**config.mk**
```make
export PLATFORM = sky130hd
export DESIGN_NAME = pio_cmd_decoder
export DESIGN_NICKNAME = d
export VERILOG_FILES = /design/src/rtl/pio_cmd_pkg.sv /design/src/rtl/pio_cmd_ctrl.sv /design/src/rtl/pio_cmd_dpath.sv /design/src/rtl/pio_cmd_decoder.sv
export SDC_FILE = /design/constraint.sdc
export NUM_CORES = 1
export LEC_CHECK = 0
export BUFFER_PORTS_ARGS = -buffer_cell sky130_fd_sc_hd__buf_2
export CORE_MARGIN = 2
export CORE_UTILIZATION = 46
export CTS_CLUSTER_SIZE = 10
export DETAILED_ROUTE_END_ITERATION = 10
export MAX_ROUTING_LAYER = met4
export PLACE_DENSITY = 0.82
export SETUP_SLACK_MARGIN = 0.5
export SLEW_MARGIN = 5
export SYNTH_ARGS = -nofsm -noshare
export SYNTH_HDL_FRONTEND = slang
export SYNTH_SLANG_ARGS = --single-unit
```
**constraint.sdc**
```tcl
create_clock -name clk -period 0.8 [get_ports clk]
set_input_delay 0.04 -clock clk [delete_from_list [all_inputs] [get_ports clk]]
set_output_delay 0.04 -clock clk [all_outputs]
set_load 0.1 [all_outputs]
```
**src/rtl/pio_cmd_pkg.sv**
```systemverilog
package pio_cmd_pkg;
  localparam int NUM_CH  = 7;
  localparam int CH_W    = 3;
  localparam int BYTE_W  = 8;
  localparam int CMD_W   = 16;
  localparam int MODE_W  = 4;
  localparam int CTL_W   = 3;
  localparam int BADDR_W = 4;
  localparam int STRAP_W = 2;

  // Command word field positions
  localparam int MODE_LSB  = 0;
  localparam int BADDR_LSB = 4;
  localparam int RST_BIT   = 8;
  localparam int BR_BIT    = 9;
  localparam int CTL_LSB   = 11;

  typedef struct packed {
    logic [NUM_CH-1:0] chSel;
    logic [CH_W-1:0]   chIdx;
    logic              cmdWr;
    logic              resetReq;
    logic              branchGo;
    logic              branchErr;
    logic              dataWr;
    logic              statRd;
    logic              dataRd;
  } dec_strobe_t;
endpackage

```
**src/rtl/pio_cmd_ctrl.sv**
```systemverilog
module pio_cmd_ctrl
  import pio_cmd_pkg::*;
(
  input  logic                busValid,
  input  logic                busWrite,
  input  logic [BYTE_W-1:0]   busAddr,
  input  logic [CMD_W-1:0]    busWdata,
  input  logic [STRAP_W-1:0]  strapSel,
  input  logic [NUM_CH-1:0]   chanIdle,
  output dec_strobe_t         stb
);
  localparam int EXT_N = 2**CH_W;

  logic              hit;
  logic              useful;
  logic [CH_W-1:0]   chNum;
  logic [CH_W-1:0]   idx;
  logic [EXT_N-1:0]  idleExt;
  logic              isCtl;
  logic              brReq;

  always_comb begin
    hit     = busValid && (busAddr[7:6] == 2'b11) && (busAddr[5:4] == strapSel);
    chNum   = busAddr[CH_W:1];
    useful  = hit && (chNum != '0);
    idx     = useful ? chNum - CH_W'(1) : '0;
    idleExt = EXT_N'(chanIdle);
    isCtl   = busAddr[0];
    brReq   = busWdata[BR_BIT] && !busWdata[RST_BIT];

    stb = '0;
    if (useful) begin
      stb.chSel     = NUM_CH'(1) << idx;
      stb.chIdx     = idx;
      stb.cmdWr     = busWrite && isCtl;
      stb.resetReq  = busWrite && isCtl && busWdata[RST_BIT];
      stb.branchGo  = busWrite && isCtl && brReq && idleExt[idx];
      stb.branchErr = busWrite && isCtl && brReq && !idleExt[idx];
      stb.dataWr    = busWrite && !isCtl;
      stb.statRd    = !busWrite && isCtl;
      stb.dataRd    = !busWrite && !isCtl;
    end
  end
endmodule

```
**src/rtl/pio_cmd_dpath.sv**
```systemverilog
module pio_cmd_dpath
  import pio_cmd_pkg::*;
(
  input  logic                       clk,
  input  logic                       rstN,
  input  dec_strobe_t                stb,
  input  logic [CMD_W-1:0]           busWdata,
  input  logic [NUM_CH*BYTE_W-1:0]   chanStatus,
  input  logic [NUM_CH*BYTE_W-1:0]   chanRdData,
  output logic                       busRdValid,
  output logic [BYTE_W-1:0]          busRdData,
  output logic [NUM_CH-1:0]          chanReset,
  output logic [NUM_CH-1:0]          chanBranch,
  output logic [BADDR_W-1:0]         branchAddr,
  output logic [NUM_CH*MODE_W-1:0]   chanMode,
  output logic [NUM_CH*CTL_W-1:0]    chanCtl,
  output logic [NUM_CH-1:0]          chanErr,
  output logic [NUM_CH-1:0]          dataWrStb,
  output logic [BYTE_W-1:0]          dataWrByte
);
  logic [BYTE_W-1:0] statByte;
  logic [BYTE_W-1:0] dataByte;

  always_comb begin
    statByte = chanStatus[stb.chIdx*BYTE_W +: BYTE_W];
    dataByte = chanRdData[stb.chIdx*BYTE_W +: BYTE_W];
  end

  always_ff @(posedge clk or negedge rstN) begin
    if (!rstN) begin
      chanReset  <= '0;
      chanBranch <= '0;
      dataWrStb  <= '0;
      busRdValid <= 1'b0;
      busRdData  <= '0;
      branchAddr <= '0;
      dataWrByte <= '0;
    end else begin
      chanReset  <= stb.resetReq ? stb.chSel : '0;
      chanBranch <= stb.branchGo ? stb.chSel : '0;
      dataWrStb  <= stb.dataWr   ? stb.chSel : '0;
      busRdValid <= stb.statRd || stb.dataRd;
      busRdData  <= stb.statRd ? statByte : (stb.dataRd ? dataByte : '0);
      if (stb.branchGo) branchAddr <= busWdata[BADDR_LSB +: BADDR_W];
      if (stb.dataWr)   dataWrByte <= busWdata[BYTE_W-1:0];
    end
  end

  for (genvar g = 0; g < NUM_CH; g++) begin : gChan
    always_ff @(posedge clk or negedge rstN) begin
      if (!rstN) begin
        chanMode[g*MODE_W +: MODE_W] <= '0;
        chanCtl[g*CTL_W +: CTL_W]    <= '0;
        chanErr[g]                   <= 1'b0;
      end else if (stb.chSel[g]) begin
        if (stb.cmdWr)     chanMode[g*MODE_W +: MODE_W] <= busWdata[MODE_LSB +: MODE_W];
        if (stb.branchGo)  chanCtl[g*CTL_W +: CTL_W]    <= busWdata[CTL_LSB +: CTL_W];
        if (stb.resetReq)  chanErr[g] <= 1'b0;
        else if (stb.branchErr) chanErr[g] <= 1'b1;
      end
    end
  end
endmodule

```
**src/rtl/pio_cmd_decoder.sv**
```systemverilog
module pio_cmd_decoder
  import pio_cmd_pkg::*;
(
  input  logic                       clk,
  input  logic                       rstN,
  input  logic [STRAP_W-1:0]         strapSel,
  input  logic                       busValid,
  input  logic                       busWrite,
  input  logic [BYTE_W-1:0]          busAddr,
  input  logic [CMD_W-1:0]           busWdata,
  input  logic [NUM_CH-1:0]          chanIdle,
  input  logic [NUM_CH*BYTE_W-1:0]   chanStatus,
  input  logic [NUM_CH*BYTE_W-1:0]   chanRdData,
  output logic                       busRdValid,
  output logic [BYTE_W-1:0]          busRdData,
  output logic [NUM_CH-1:0]          chanReset,
  output logic [NUM_CH-1:0]          chanBranch,
  output logic [BADDR_W-1:0]         branchAddr,
  output logic [NUM_CH*MODE_W-1:0]   chanMode,
  output logic [NUM_CH*CTL_W-1:0]    chanCtl,
  output logic [NUM_CH-1:0]          chanErr,
  output logic [NUM_CH-1:0]          dataWrStb,
  output logic [BYTE_W-1:0]          dataWrByte
);
  dec_strobe_t stb;

  pio_cmd_ctrl i_ctrl (
    .busValid (busValid),
    .busWrite (busWrite),
    .busAddr  (busAddr),
    .busWdata (busWdata),
    .strapSel (strapSel),
    .chanIdle (chanIdle),
    .stb      (stb)
  );

  pio_cmd_dpath i_dpath (
    .clk        (clk),
    .rstN       (rstN),
    .stb        (stb),
    .busWdata   (busWdata),
    .chanStatus (chanStatus),
    .chanRdData (chanRdData),
    .busRdValid (busRdValid),
    .busRdData  (busRdData),
    .chanReset  (chanReset),
    .chanBranch (chanBranch),
    .branchAddr (branchAddr),
    .chanMode   (chanMode),
    .chanCtl    (chanCtl),
    .chanErr    (chanErr),
    .dataWrStb  (dataWrStb),
    .dataWrByte (dataWrByte)
  );
endmodule

```
==> flow_metrics.env, run 1 <==
export IMPL_synth_compound_area_share_pct=16.24
export IMPL_synth_seq_area_share_pct=49.12
export IMPL_post_dp_cell_area_sq_mm=0.009455
export IMPL_die_y_um=108.2
export IMPL_gp_congestion=1.129
export IMPL_synth_ff_type="dfrtp_1"
export IMPL_clockBufferDepth=2
export IMPL_syn_inst=429
export IMPL_cts_root_buf="clkbuf_8"
export IMPL_synth_xor_area_share_pct=0.8521
export IMPL_synth_seq_cells=98
export IMPL_numCtsBuffers=9
export IMPL_dp_cells=929
export IMPL_muxShareOfSynthArea_pct=19.52
export IMPL_lastStage="clock tree synthesis"
export IMPL_cts_resized=224
export IMPL_synthAdderAreaFrac_pct=0.5013
export IMPL_cts_sinks=98
export IMPL_synth_nets=580
export IMPL_io_buffer_count=243
export IMPL_initial_core_util_pct=46.67
export IMPL_die_w_um=108.2
export IMPL_syn_area_sq_mm=0.004992
export IMPL_synth_distinct_cells=63
export IMPL_hpwl_mm=18.32
export IMPL_postCtsSetupRepairBufs=62
export IMPL_first_error="[ERROR DPL-0038] Utilization greater than 100%, impossible to legalize"
export IMPL_dp_slack_ns=-1.497
export IMPL_outcome="did not finish"
export IMPL_synth_edf_count=0
export IMPL_avgSynthCellArea_sq_um=11.64
export IMPL_cts_max_level=3
export IMPL_synth_top_family_by_area="multiplexers"
export IMPL_io_pins=247
export IMPL_synth_warning_count=0
export IMPL_rows=38
export IMPL_async_reset_ff_share_pct=100.0
export IMPL_synth_simple_gate_area_share_pct=10.65
## synthesized netlist by cell type (all sizes together) (2+ instances only)
master,count,area share [%]
o22ai,7,0.88
and2,6,0.75
o2111ai,2,0.35
nor2b,4,0.50
nor3,9,1.0
mux2,67,15
or2,4,0.50
nor2,20,1.5
a211oi,3,0.55
or3,3,0.38
nand4,3,0.50
clkbuf,13,0.98
or4,2,0.30
mux2i,22,4.4
o31a,3,0.53
o31ai,7,1.3
nor3b,2,0.30
o41ai,4,0.70
o2bb2ai,2,0.35
xnor2,3,0.53
nand2b,4,0.50
a31oi,5,0.63
a221oi,6,1.2
buf,13,1.4
nand3,12,1.2
a2111oi,4,2.2
a211o,2,0.35
o21ai,19,1.9
a32oi,2,0.35
inv,9,0.68
a21oi,20,2.0
a222oi,2,0.40
nor4,10,1.6
a311oi,3,0.53
ha,2,0.50
nand2,16,1.2
o211ai,2,0.30
dfrtp,98,49
## kinds of logic after synthesis
family | count (synthesis)
AO/OA/AOI/OAI | 102
AND/OR/NAND/NOR | 98
flip-flops | 98
multiplexers | 89
buffers and inverters | 36
XOR/XNOR | 4
adder cells (fa/ha/maj) | 2
## through the flow
stage	hold WS [ns]	TNS (ns)
2_1_floorplan	-0.2556	-103.74
3_5_place_dp	-0.04650	-119.58
3_3_place_gp	-0.06573	-111.15
==> inputs of run 2 (changes only) <==
- CORE_UTILIZATION: 46 -> 32
- CTS_CLUSTER_SIZE: 10 -> unset
- MAX_ROUTING_LAYER: met4 -> unset
- PLACE_DENSITY: 0.82 -> unset
- PLACE_DENSITY_LB_ADDON: unset -> 0.15
- SETUP_SLACK_MARGIN: 0.5 -> unset
==> run 2 against run 1 <==
- area after synthesis unchanged
- synthesized cell count is the same
- the flow now finishes, with violations (negative setup slack)
==> flow_metrics.env, run 2 <==
export IMPL_layout_common_cells="142 x buf_2, 106 x buf_12, 105 x buf_6"
export IMPL_die_y_um=128.9
export IMPL_gr_total_overflow=0
export IMPL_crit_path_max_fanout=6
export IMPL_outcome="finished, violations left"
export IMPL_relSlewSlack_pct=69.27
export IMPL_grtUsageTotal_pct=26.32
export IMPL_hold_violations=0
export IMPL_area_growth_pct=128.9
export IMPL_ir_worst_vdd_mv=1.042
export IMPL_p_per_area_mw_per_mm2=1262
export IMPL_layout_commonest_cell="buf_2"
export IMPL_grt_start_max_net_pins=63
export IMPL_synth_top_area_share_pct=49.12
export IMPL_gp_congestion=0.8641
export IMPL_io_pins=247
export IMPL_min_path_type="in2reg"
export IMPL_fmax_ghz=0.5476
export IMPL_synth_area_leader_cell="dfrtp_1"
export IMPL_clock_latency_ns=0.36
export IMPL_dr_pass1_iters=5
export IMPL_crit_path_end_kind="register"
export IMPL_rr_endpoint="i_dpath.chanCtl[3]$_DFFE_PN0P_"
export IMPL_synth_seq_cells=98
export IMPL_avgSynthCellArea_sq_um=11.64
export IMPL_syn_inst=429
export IMPL_violations="negative setup slack"
export IMPL_fin_crit_sh_pct=228.3
export IMPL_yosys_top_cells_count="98 x dfrtp_1, 64 x mux2_2, 22 x mux2i_1, 20 x a21oi_1, 20 x nor2_1"
export IMPL_rr_worst_depth=3
export IMPL_synth_ff_type="dfrtp_1"
export IMPL_synth_seq_area_share_pct=49.12
export IMPL_critPathLaunchType="input pin"
export IMPL_viasPerCell=5.300
export IMPL_fin_util_pct=75.19
export IMPL_path_class="in2reg"
export IMPL_core_area_sq_mm=0.01520
export IMPL_cts_tree="built"
export IMPL_crit_chain="buf_8 > clkinv_8 > ha_4 > nor2b_4 > a221oi_2 > or3_1 > buf_6 > a2111oi_4 > mux2_1"
export IMPL_fin_crit_ns=1.826
export IMPL_grt_pass1_vias=6134
export IMPL_regMostFlops="i_dpath.chanMode"
export IMPL_whs_ns=0.02330
export IMPL_antenna_found_initial=1
export IMPL_final_setup_skew_ns=0
export IMPL_path_clk_slew_ns=0.07
export IMPL_tightest_slew_ns=0.4609
export IMPL_die_w_um=128.9
export IMPL_synth_edf_count=0
export IMPL_synth_nets=580
export IMPL_die_area_sq_mm=0.01662
export IMPL_cts_max_level=3
export IMPL_drv_slew=0
export IMPL_drv_cap=0
export IMPL_rsz0062_at_grt="yes"
export IMPL_hold_path_endpoint="i_dpath.busRdData[6]$_DFF_PN0_"
export IMPL_reg_top3="i_dpath.chanMode x28, i_dpath.chanCtl x21"
export IMPL_hpwl_mm=15.49
export IMPL_fin_cells=1080
export IMPL_drcViolationCount=0
export IMPL_slowest_stage="a2111oi_4"
export IMPL_arrival_ns=2.07
export IMPL_ant_nets=0
export IMPL_wl_mm=22.24
export IMPL_initial_core_util_pct=32.84
export IMPL_syn_area_sq_mm=0.004992
export IMPL_vias=5724
export IMPL_min_from="chanStatus[14]"
export IMPL_dp_slack_ns=-1.468
export IMPL_cts_root_buf="clkbuf_16"
export IMPL_dp_cells=980
export IMPL_rows=45
export IMPL_fin_ws_ns=-1.026
export IMPL_fillers=949
export IMPL_synth_distinct_cells=63
export IMPL_timing_rr_start="i_dpath.chanCtl[3]$_DFFE_PN0P_"
export IMPL_setup_viol=196
export IMPL_drive_above_1_share_pct=82.83
export IMPL_synth_warning_count=0
export IMPL_numCtsBuffers=9
export IMPL_leakagePower_nw=5.198
export IMPL_nNetsFinal=1037
export IMPL_wl_per_cell_um=20.59
export IMPL_critical_path_max_stage_delay_ns=0.52
export IMPL_async_reset_ff_share_pct=100.0
export IMPL_synth_area_leaders="dfrtp_1 49%, mux2_2 14%, mux2i_1 4.4%"
export IMPL_grt_pass1_wl_mm=33.20
export IMPL_largest_register_ffs=28
export IMPL_io_buffer_count=243
export IMPL_dr_first_iter_drc_count=280
export IMPL_clockBufferDepth=2
export IMPL_yosysMostFrequentCell="dfrtp_1"
export IMPL_cp_required_ns=1.04
export IMPL_hold_depth=4
export IMPL_cts_sinks=98
export IMPL_reg2reg_setup_slack_ns=-0.25
## run 2: cell counts after synthesis
No cell type changed its count.
## run 2: power breakdown
group | switching (W) | internal, W
registers | 0.0000974 | 0.00510
logic | 0.00265 | 0.00230
clock network | 0.00205 | 0.00222
total | 0.00480 | 0.00962
## run 2: kinds of logic (layout without fill, tap and decap cells)
family | after synthesis | in the layout | share of synthesized area (%)
other cells | 0 | 1 | 0
simple gates | 98 | 98 | 10.65
xor+xnor | 4 | 4 | 0.8523
mux | 89 | 89 | 19.52
buf+inv | 36 | 498 | 3.108
fa+ha+maj | 2 | 2 | 0.5012
flops | 98 | 98 | 49.12
compound gates | 102 | 102 | 16.24
## run 2: timing repair
| item | in CTS | in global routing |
|---|---|---|
| hold endpoints to repair | 110 | 0 |
| setup buffers | 52 | 20 |
| hold buffers | 9 | 0 |
| gates resized for setup | 223 | 43 |
| pin swaps | 39 | 25 |
| cloned | 5 | 1 |
| endpoints found under the setup margin | 196 | 196 |
## run 2: worst max path at each step
stage	endpoint	cells past startpoint	from	slack (ns)
after detailed placement	i_dpath.chanCtl[3]$_DFFE_PN0P_	9	busAddr[1]	-1.47
final	i_dpath.chanCtl[2]$_DFFE_PN0P_	9	busAddr[1]	-1.03
after global routing	i_dpath.chanCtl[2]$_DFFE_PN0P_	9	busAddr[1]	-1.08
after CTS	i_dpath.chanCtl[4]$_DFFE_PN0P_	10	busAddr[1]	-1.01
after floorplan	i_dpath.chanCtl[0]$_DFFE_PN0P_	10	busAddr[1]	-1.41
after global placement	i_dpath.chanErr[6]$_DFFE_PN0P_	10	busAddr[1]	-1.41
## run 2: cell type report
type,count,area (sq um),area share [%]
sequential,98,2571,22.50
antenna,1,2.502,0.02189
timing repair buffer,472,5106,44.67
tap,188,235.2,2.058
clock buffer,10,239.0,2.091
clock inverter,6,47.55,0.4160
multi-input combinational,295,3173,27.76
inverter,10,55.05,0.4817
## run 2: stage by stage
stage | total power, W | setup TNS [ns] | area (sq um)
2_1_floorplan | 0.007254 | -104.23 | 5463
3_3_place_gp | 0.009103 | -111.03 | 9291
3_5_place_dp | 0.009163 | -114.55 | 9291
4_1_cts | 0.01423 | -95.32 | 11060
5_1_grt | 0.01491 | -99.43 | 11430
6_report | 0.01442 | -91.81 | 11430
## run 2: routing by layer
layer	track usage (%)	routed length, um
met1	30.35	8308
met2	46.69	11520
met3	6.071	1666
met4	11.57	741
met5	0	0
## run 2: critical path, delay by kind of cell
kind            cells  cell delay [ns]
compound gates      2             0.59
fa+ha+maj           1             0.27
buf+inv             3             0.31
mux                 1             0.36
simple gates        2             0.49
No activity file was read; power rests on OpenSTA's default activity.
==> inputs of run 3 (changes only) <==
- clock period: 0.8 -> 1.73 ns (I/O delays scaled with it)
==> run 3 against run 2 <==
- the run still ends with negative setup slack left
- global-route usage shrank 4.5 points
- flip-flop and latch count is the same
- die area is the same
- design area fell by 32%
- clock power down 49%
- first-iteration DRC count down 24%
- hold slack worse by 0.0022 ns
- setup slack gained 1.0 ns
- clock skew unchanged
- wire length down 17%
==> flow_metrics.env, run 3 (synthesis results as in run 2) <==
export IMPL_outcome="finished, violations left"
export IMPL_violations="negative setup slack"
export IMPL_die_y_um=128.9
export IMPL_critical_path_max_stage_delay_ns=0.43
export IMPL_layout_commonest_cell="buf_2"
export IMPL_dr_pass1_iters=5
export IMPL_wl_per_cell_um=19.41
export IMPL_initial_core_util_pct=32.84
export IMPL_dr_first_iter_drc_count=212
export IMPL_clockBufferDepth=2
export IMPL_leakagePower_nw=4.100
export IMPL_slowest_stage="or3_4"
export IMPL_largest_register_ffs=28
export IMPL_pwr_share_comb_pct=25.3
export IMPL_grt_start_max_net_pins=42
export IMPL_drcViolationCount=0
export IMPL_hold_violations=0
export IMPL_regMostFlops="i_dpath.chanMode"
export IMPL_switching_power_w=0.001906
export IMPL_setup_viol=6
export IMPL_ir_worst_vdd_mv=0.5383
export IMPL_final_seq_area_sq_mm=0.002452
export IMPL_antenna_found_initial=1
export IMPL_arrival_ns=1.98
export IMPL_setup_tns_ns=-0.05641
export IMPL_tightest_slew_ns=0.5238
export IMPL_rows=45
export IMPL_grt_pass1_wl_mm=27.60
export IMPL_wl_mm=18.36
export IMPL_relSlewSlack_pct=65.32
export IMPL_cts_sinks=98
export IMPL_area_growth_pct=55.74
export IMPL_reg_top3="i_dpath.chanMode x28, i_dpath.chanCtl x21"
export IMPL_pwr_share_clk_pct=35.8
export IMPL_fin_ws_ns=-0.01777
export IMPL_total_power_w=0.006103
export IMPL_die_area_sq_mm=0.01662
export IMPL_vias=4900
export IMPL_crit_path_max_fanout=6
export IMPL_p_sw_share_pct=31.23
export IMPL_drv_cap=0
export IMPL_drive_above_1_share_pct=59.45
export IMPL_crit_path_end_kind="register"
export IMPL_core_area_sq_mm=0.01520
export IMPL_post_dp_cell_area_sq_mm=0.007194
export IMPL_drv_slew=0
export IMPL_path_clk_slew_ns=0.07
export IMPL_grtUsageTotal_pct=21.86
export IMPL_p_int_w=0.004197
export IMPL_die_w_um=128.9
export IMPL_cp_required_ns=1.96
export IMPL_hpwl_mm=14.38
export IMPL_nNetsFinal=903
export IMPL_gr_total_overflow=0
export IMPL_multi_input_area_sq_mm=0.002623
export IMPL_numCtsBuffers=9
export IMPL_viasPerCell=5.180
export IMPL_cts_tree="built"
export IMPL_rsz0062_at_grt="yes"
export IMPL_whs_ns=0.02106
export IMPL_final_setup_skew_ns=0
export IMPL_clock_latency_ns=0.34
export IMPL_cts_root_buf="clkbuf_16"
export IMPL_grt_pass1_vias=4998
export IMPL_gp_congestion=0.8755
export IMPL_crit_family="simple AND/OR/NAND/NOR gates"
export IMPL_fin_crit_ns=1.748
export IMPL_io_buffer_count=243
export IMPL_layout_common_cells="241 x buf_2, 98 x dfrtp_1, 80 x buf_4"
export IMPL_p_seq_share_pct=38.9
export IMPL_stdcell_area_sq_mm=0.007775
export IMPL_crit_chain="buf_8 > clkinv_8 > ha_4 > nor2b_4 > a221oi_2 > or3_4 > buf_6 > a211oi_2 > buf_4 > mux2_2"
export IMPL_fillers=1429
export IMPL_ant_nets=0
export IMPL_p_per_area_mw_per_mm2=784.9
export IMPL_path_class="in2reg"
export IMPL_cp_num_buf_inv=4
export IMPL_fmax_ghz=0.5722
export IMPL_cts_max_level=3
export IMPL_critPathLaunchType="input pin"
export IMPL_fin_crit_sh_pct=101.0
export IMPL_io_pins=247
export IMPL_min_path_type="in2reg"
export IMPL_dp_slack_ns=-0.6053
## run 3: per-layer routing
layer	part of all wire [%]	vias to the layer above	global-route usage [%]
li1	-	2281	-
met1	42	2368	27.09
met2	48	219	36.88
met3	7.6	32	5.863
met4	2.4	0	7.609
met5	0	-	0
## run 3: worst paths after layout
kind                                                   start                                end  slack (ns)  cells past startpoint
min in group asynchronous                               rstN    i_dpath.chanCtl[17]$_DFFE_PN0P_        0.24                      2
max in group asynchronous                               rstN  i_dpath.dataWrByte[0]$_DFFE_PN0P_        0.93                      3
hold / removal                                 chanStatus[3]     i_dpath.busRdData[3]$_DFF_PN0_        0.02                      3
hold reg to reg            i_dpath.dataWrByte[4]$_DFFE_PN0P_  i_dpath.dataWrByte[4]$_DFFE_PN0P_        0.50                      1
setup / recovery                                  busAddr[1]  i_dpath.branchAddr[1]$_DFFE_PN0N_       -0.02                     10
setup reg to reg              i_dpath.chanCtl[0]$_DFFE_PN0P_     i_dpath.chanCtl[0]$_DFFE_PN0P_        0.93                      1
## run 3: cell type report
| cell class | instances | share of cell area, % |
|---|---|---|
| diodes | 1 | 0.03219 |
| multi-input cells | 295 | 33.73 |
| clock inverters | 6 | 1.126 |
| well taps | 188 | 3.025 |
| flip-flops and latches | 98 | 31.54 |
| clock buffers | 10 | 3.074 |
| inverters | 10 | 0.6437 |
| repair buffers | 338 | 26.83 |
## run 3: timing repair
item / 4_1_cts / 5_1_grt
buffers inserted: 5 / 5
hold endpoints to repair: 41 / 0
resized for setup: 12 / 9
hold buffers: 6 / 0
gates cloned: 0 / 1
pin swaps: 7 / 7
setup endpoints to repair: 38 / 47
## run 3: power groups by stage
| stage | logic [W] | clock network [W] | registers [W] |
|---|---|---|---|
| 4_1_cts | 0.00152 | 0.00224 | 0.00238 |
| 6_report | 0.00154 | 0.00219 | 0.00238 |
| 3_5_place_dp | 0.00148 | 0 | 0.00242 |
| 5_1_grt | 0.00163 | 0.00235 | 0.00238 |
| 2_1_floorplan | 0.000487 | 0 | 0.00285 |
| 3_3_place_gp | 0.00147 | 0 | 0.00242 |
## run 3: per-stage QoR
stage | utilization [%] | cells
2_1_floorplan | - | 429
3_3_place_gp | 47.33 | 913
3_5_place_dp | 47.33 | 913
4_1_cts | 50.53 | 940
5_1_grt | 51.14 | 946
6_report | 51.14 | 946
